==> src/rtl/cap_addr_pkg.sv <==
package cap_addr_pkg;
  localparam int ADDR_W        = 15;
  localparam int HOST_W        = 16;
  localparam int BIT_LOAD_N    = 6;
  localparam int BIT_RDCLK_N   = 9;
  localparam int BIT_RDMEM_N   = 10;

  typedef enum logic [1:0] {
    OP_HOLD = 2'd0,
    OP_LOAD = 2'd1,
    OP_INC  = 2'd2
  } cap_op_e;
endpackage

==> src/rtl/cap_op_decode.sv <==
module cap_op_decode
  import cap_addr_pkg::*;
(
  input  logic    step_i,
  input  logic    write_mode_i,
  input  logic    load_n_i,
  input  logic    rdclk_n_i,
  input  logic    rdmem_n_i,
  input  logic    stop_n_i,
  output cap_op_e op_o
);
  always_comb begin
    op_o = OP_HOLD;
    if (step_i) begin
      if (write_mode_i) begin
        if (stop_n_i) op_o = OP_INC;
      end else if (!rdclk_n_i) begin
        if (!load_n_i)                   op_o = OP_LOAD;
        else if (!rdmem_n_i && stop_n_i) op_o = OP_INC;
      end
    end
  end
endmodule

==> src/rtl/cap_wrap_counter.sv <==
module cap_wrap_counter
  import cap_addr_pkg::*;
#(
  parameter int W = ADDR_W
) (
  input  logic         clk,
  input  logic         rst_n,
  input  cap_op_e      op_i,
  input  logic [W-1:0] load_val_i,
  output logic [W-1:0] count_o
);
  localparam logic [W-1:0] ONE = W'(1);

  always_ff @(posedge clk) begin
    if (!rst_n) begin
      count_o <= '0;
    end else begin
      unique case (op_i)
        OP_LOAD: count_o <= load_val_i;
        OP_INC:  count_o <= count_o + ONE;
        default: count_o <= count_o;
      endcase
    end
  end
endmodule

==> src/rtl/cap_trig_snap.sv <==
module cap_trig_snap #(
  parameter int W = 15
) (
  input  logic         clk,
  input  logic         rst_n,
  input  logic         write_mode_i,
  input  logic         trig_i,
  input  logic         load_i,
  input  logic [W-1:0] addr_i,
  output logic [W-1:0] snap_o
);
  logic armed_q;
  logic mode_q;
  logic capture;
  logic rearm;

  assign capture = write_mode_i && trig_i && armed_q;
  assign rearm   = load_i || (write_mode_i != mode_q);

  always_ff @(posedge clk) begin
    if (!rst_n) begin
      snap_o  <= '0;
      armed_q <= 1'b1;
      mode_q  <= 1'b0;
    end else begin
      mode_q <= write_mode_i;
      if (capture) snap_o <= addr_i;
      if (rearm)        armed_q <= 1'b1;
      else if (capture) armed_q <= 1'b0;
    end
  end
endmodule

==> src/rtl/cap_addr_gen.sv <==
module cap_addr_gen
  import cap_addr_pkg::*;
(
  input  logic                clk,
  input  logic                rst_n,
  input  logic                step_i,
  input  logic                write_mode_i,
  input  logic [HOST_W-1:0]   ctrl_i,
  input  logic [HOST_W-1:0]   data_i,
  input  logic                trig_i,
  input  logic                stop_n_i,
  output logic [ADDR_W-1:0]   addr_o,
  output logic [ADDR_W-1:0]   trig_addr_o
);
  cap_op_e op;
  logic    unused_host_bits;

  assign unused_host_bits = ^{ctrl_i, data_i[HOST_W-1:ADDR_W]};

  cap_op_decode u_dec (
    .step_i      (step_i),
    .write_mode_i(write_mode_i),
    .load_n_i    (ctrl_i[BIT_LOAD_N]),
    .rdclk_n_i   (ctrl_i[BIT_RDCLK_N]),
    .rdmem_n_i   (ctrl_i[BIT_RDMEM_N]),
    .stop_n_i    (stop_n_i),
    .op_o        (op)
  );

  cap_wrap_counter #(.W(ADDR_W)) u_ctr (
    .clk       (clk),
    .rst_n     (rst_n),
    .op_i      (op),
    .load_val_i(data_i[ADDR_W-1:0]),
    .count_o   (addr_o)
  );

  cap_trig_snap #(.W(ADDR_W)) u_snap (
    .clk         (clk),
    .rst_n       (rst_n),
    .write_mode_i(write_mode_i),
    .trig_i      (trig_i),
    .load_i      (op == OP_LOAD),
    .addr_i      (addr_o),
    .snap_o      (trig_addr_o)
  );
endmodule

==> config.mk <==
export PLATFORM = sky130hd
export DESIGN_NAME = cap_addr_gen
export DESIGN_NICKNAME = d
export VERILOG_FILES = /design/src/rtl/cap_addr_pkg.sv /design/src/rtl/cap_op_decode.sv /design/src/rtl/cap_wrap_counter.sv /design/src/rtl/cap_trig_snap.sv /design/src/rtl/cap_addr_gen.sv
export SDC_FILE = /design/constraint.sdc
export NUM_CORES = 1
export LEC_CHECK = 0
export ABC_AREA = 1
export BUFFER_PORTS_ARGS = -buffer_cell sky130_fd_sc_hd__buf_2
export CAP_MARGIN = 30
export CORE_UTILIZATION = 43
export DETAILED_ROUTE_END_ITERATION = 8
export PLACE_DENSITY = 0.8
export SYNTH_ARGS = -nofsm -noshare
export SYNTH_HDL_FRONTEND = slang
export SYNTH_SLANG_ARGS = --single-unit
==> constraint.sdc <==
create_clock -name clk -period 1.41 [get_ports clk]
set_input_delay 0.0705 -clock clk [delete_from_list [all_inputs] [get_ports clk]]
set_output_delay 0.0705 -clock clk [all_outputs]
set_load 0.03 [all_outputs]
==> impl_metrics.json <==
{
  "dp_hpwl_mm": 2.98,
  "firstDrtPassIters": 4,
  "fin_cells": 341,
  "die_x_um": 63.9,
  "cts_buffers": 5,
  "ctsHoldBuffers": 0,
  "ir_drop_mv": 0.444,
  "post_cts_buffers": 0,
  "fin_setup_tns_ns": 0,
  "gr-usage-all-layers_pct": 21.5,
  "dr_total_vias": 1728,
  "synth.area.top_cells": "dfxtp_1, nand2_1, a21oi_1, nand3_1, inv_1",
  "hp-class": "input port to register",
  "syn_avg_cell_area_um2": 7.14,
  "start_util_pct": 45.0,
  "antenna_found_initial": 0,
  "grt_pass1_vias": 1546,
  "design.die.area_um2": 4090,
  "max_stage_delay_ns": 0.39,
  "setup.worst_path.class": "register to register",
  "post_cts_resized": 0,
  "rr_startpoint": "u_ctr.count_o[1]$_SDFFE_PN0P_",
  "ys_ff_latch": 32,
  "clock_sinks": 32,
  "syn_area_um2": 1650,
  "timing.rr.end": "u_ctr.count_o[14]$_SDFFE_PN0P_",
  "cp_cell_sequence": "ha_4, nand3_2, nor2_2, nand3_1, nand2_1, nand3_1, nand2_1, a21oi_1",
  "setup_viol": 0,
  "hold_violations": 0,
  "ant_nets": 0,
  "fillers": 360,
  "synth_warnings": 0,
  "fin_skew_ns": 0.00268,
  "cts_root_buf": "clkbuf_8",
  "end_kind": "register",
  "final_common_cell": "buf_2",
  "synth_flop_cell": "dfxtp_1",
  "port_buffers": 53,
  "syn_nets": 272,
  "wl_per_cell_um": 11.7,
  "setup_ws_ns": 0.110,
  "routed_wl_mm": 3.98,
  "core_um2": 3660,
  "tightest_slew_ns": 0.356,
  "fmax_ghz": 0.769,
  "vias_per_cell": 5.07,
  "drc": 0,
  "placed_area_um2": 2030,
  "grt_overflow": 0,
  "reg2regPathDepth": 8,
  "cts-htree-levels": 2,
  "clk_path_buf_depth": 2,
  "period_share_pct": 92.2,
  "yosysSeqAreaShare_pct": 38.8,
  "fin_crit_ns": 1.30,
  "holdPathStages": 3,
  "drv_slew": 0,
  "io_pins": 68,
  "regArea_um2": 646,
  "worst-r2r-setup-slack_ns": 0.11,
  "dp_slack_ns": -0.111,
  "clock_latency_ns": 0.28,
  "crit_arrival_ns": 1.47,
  "yosys.area.top_type_share_pct": 38.8,
  "maxSlewHeadroom_pct": 76.2,
  "design_area_um2": 2140,
  "syn_to_final_growth_pct": 30.0,
  "max-cap-violations": 0,
  "placed_cells": 333,
  "finalNetCount": 333,
  "grt_pass1_wl_mm": 6.76,
  "antenna_cells": 0,
  "p_leak_nw": 0.942,
  "layout-drive-gt1-share_pct": 31.4,
  "grt_max_degree": 24,
  "synth_edf_count": 0,
  "critPathSlowestCell": "dfxtp_2",
  "die_y_um": 63.9,
  "ys_async_sr_fraction_pct": 0,
  "multi_input_area_um2": 898,
  "synth_cells": 231,
  "power_density_nw_per_um2": 1010,
  "holdPathEnd": "u_ctr.count_o[4]$_SDFFE_PN0P_",
  "num_rows": 22,
  "required_ns": 1.58,
  "hp-start": "data_i[4]",
  "final_cell_mix": "buf_2, nand2_1, a21oi_1, dfxtp_1, inv_1",
  "place_congestion": 0.872,
  "outcome": "finished, final reports clean",
  "rsz0062_at_grt": "false",
  "path_clk_slew_ns": 0.07,
  "drt_iter0_markers": 60,
  "worstPathMaxFanout": 5,
  "ys_types": 29,
  "cts_tree": "built",
  "crit_path_start_kind": "register",
  "synth.largest_area_cell": "dfxtp_1"
}
[cell type report]
cell class                      instances  area share, %
Tap cell                               48           2.80
Clock inverter                          2          0.467
Sequential cell                        32           30.1
Clock buffer                            6           3.85
Timing Repair Buffer                   65           17.2
Inverter                               21           3.68
Multi-Input combinational cell        167           41.9
[worst max-delay path by stage]
| stage | cells after the start | to | from | slack [ns] |
|---|---|---|---|---|
| global placement | 7 | u_ctr.count_o[2]$_SDFFE_PN0P_ | ctrl_i[9] | -0.06 |
| detailed placement | 7 | u_ctr.count_o[2]$_SDFFE_PN0P_ | ctrl_i[9] | -0.11 |
| global route | 7 | u_ctr.count_o[13]$_SDFFE_PN0P_ | u_ctr.count_o[2]$_SDFFE_PN0P_ | 0.01 |
| CTS | 8 | u_ctr.count_o[14]$_SDFFE_PN0P_ | u_ctr.count_o[0]$_SDFFE_PN0P_ | 0.04 |
| floorplan | 7 | u_ctr.count_o[13]$_SDFFE_PN0P_ | ctrl_i[9] | 0.03 |
| finish | 8 | u_ctr.count_o[14]$_SDFFE_PN0P_ | u_ctr.count_o[1]$_SDFFE_PN0P_ | 0.11 |
[cell usage after synthesis, drive strengths merged (2+ instances only)]
master,count
xnor2,2
nand2,53
dfxtp,32
buf,9
nand4,5
clkbuf,2
nor2,23
xor2,3
inv,21
ha,3
nand3,17
a21oi,36
o21ai,18
[critical path, delay by kind of cell (launching register included)]
| kind | cells | cell delay, ns |
|---|---|---|
| AND/OR/NAND/NOR | 6 | 0.58 |
| adder cells (fa/ha/maj) | 1 | 0.16 |
| flip-flops | 1 | 0.39 |
| AO/OA/AOI/OAI | 1 | 0.05 |
[state kept, by name (all words and copies together), names as in the netlist]
name	flops
u_ctr.count_o	15
u_snap.armed_q	1
u_snap.mode_q	1
u_snap.snap_o	15
[cells by family (layout without fill, tap and decap cells)]
family / count (synthesis) / after routing / synth area share (%)
simple gates: 99 / 99 / 28.2
fa+ha+maj: 3 / 3 / 2.28
compound gates: 60 / 60 / 19.7
flops: 32 / 32 / 38.8
xor+xnor: 5 / 5 / 2.66
buf+inv: 32 / 94 / 8.27
[power breakdown]
part           switching [mW]  leakage (nW)  total [mW]  internal, mW
Combinational           0.270         0.628       0.422         0.152
Sequential             0.0570         0.263        1.02         0.959
Clock                   0.344        0.0510       0.733         0.389
Total                   0.671         0.942        2.17          1.50
[routing by layer]
metal  wire, um  global-route usage (%)
met3        219                    6.43
met4         93                    8.24
met2       1790                    34.7
met5          0                       0
met1       1870                    26.7
[through the flow]
step           power (mW)  hold WS, ns  util [%]
2_1_floorplan        1.30        0.164         -
3_3_place_gp         1.45        0.369      55.4
3_5_place_dp         1.45        0.375      55.4
4_1_cts              2.18       0.0765      57.9
5_1_grt              2.28       0.0838      58.5
6_report             2.17       0.0790      58.5
Note: power is estimated with default switching activity, not from simulation.
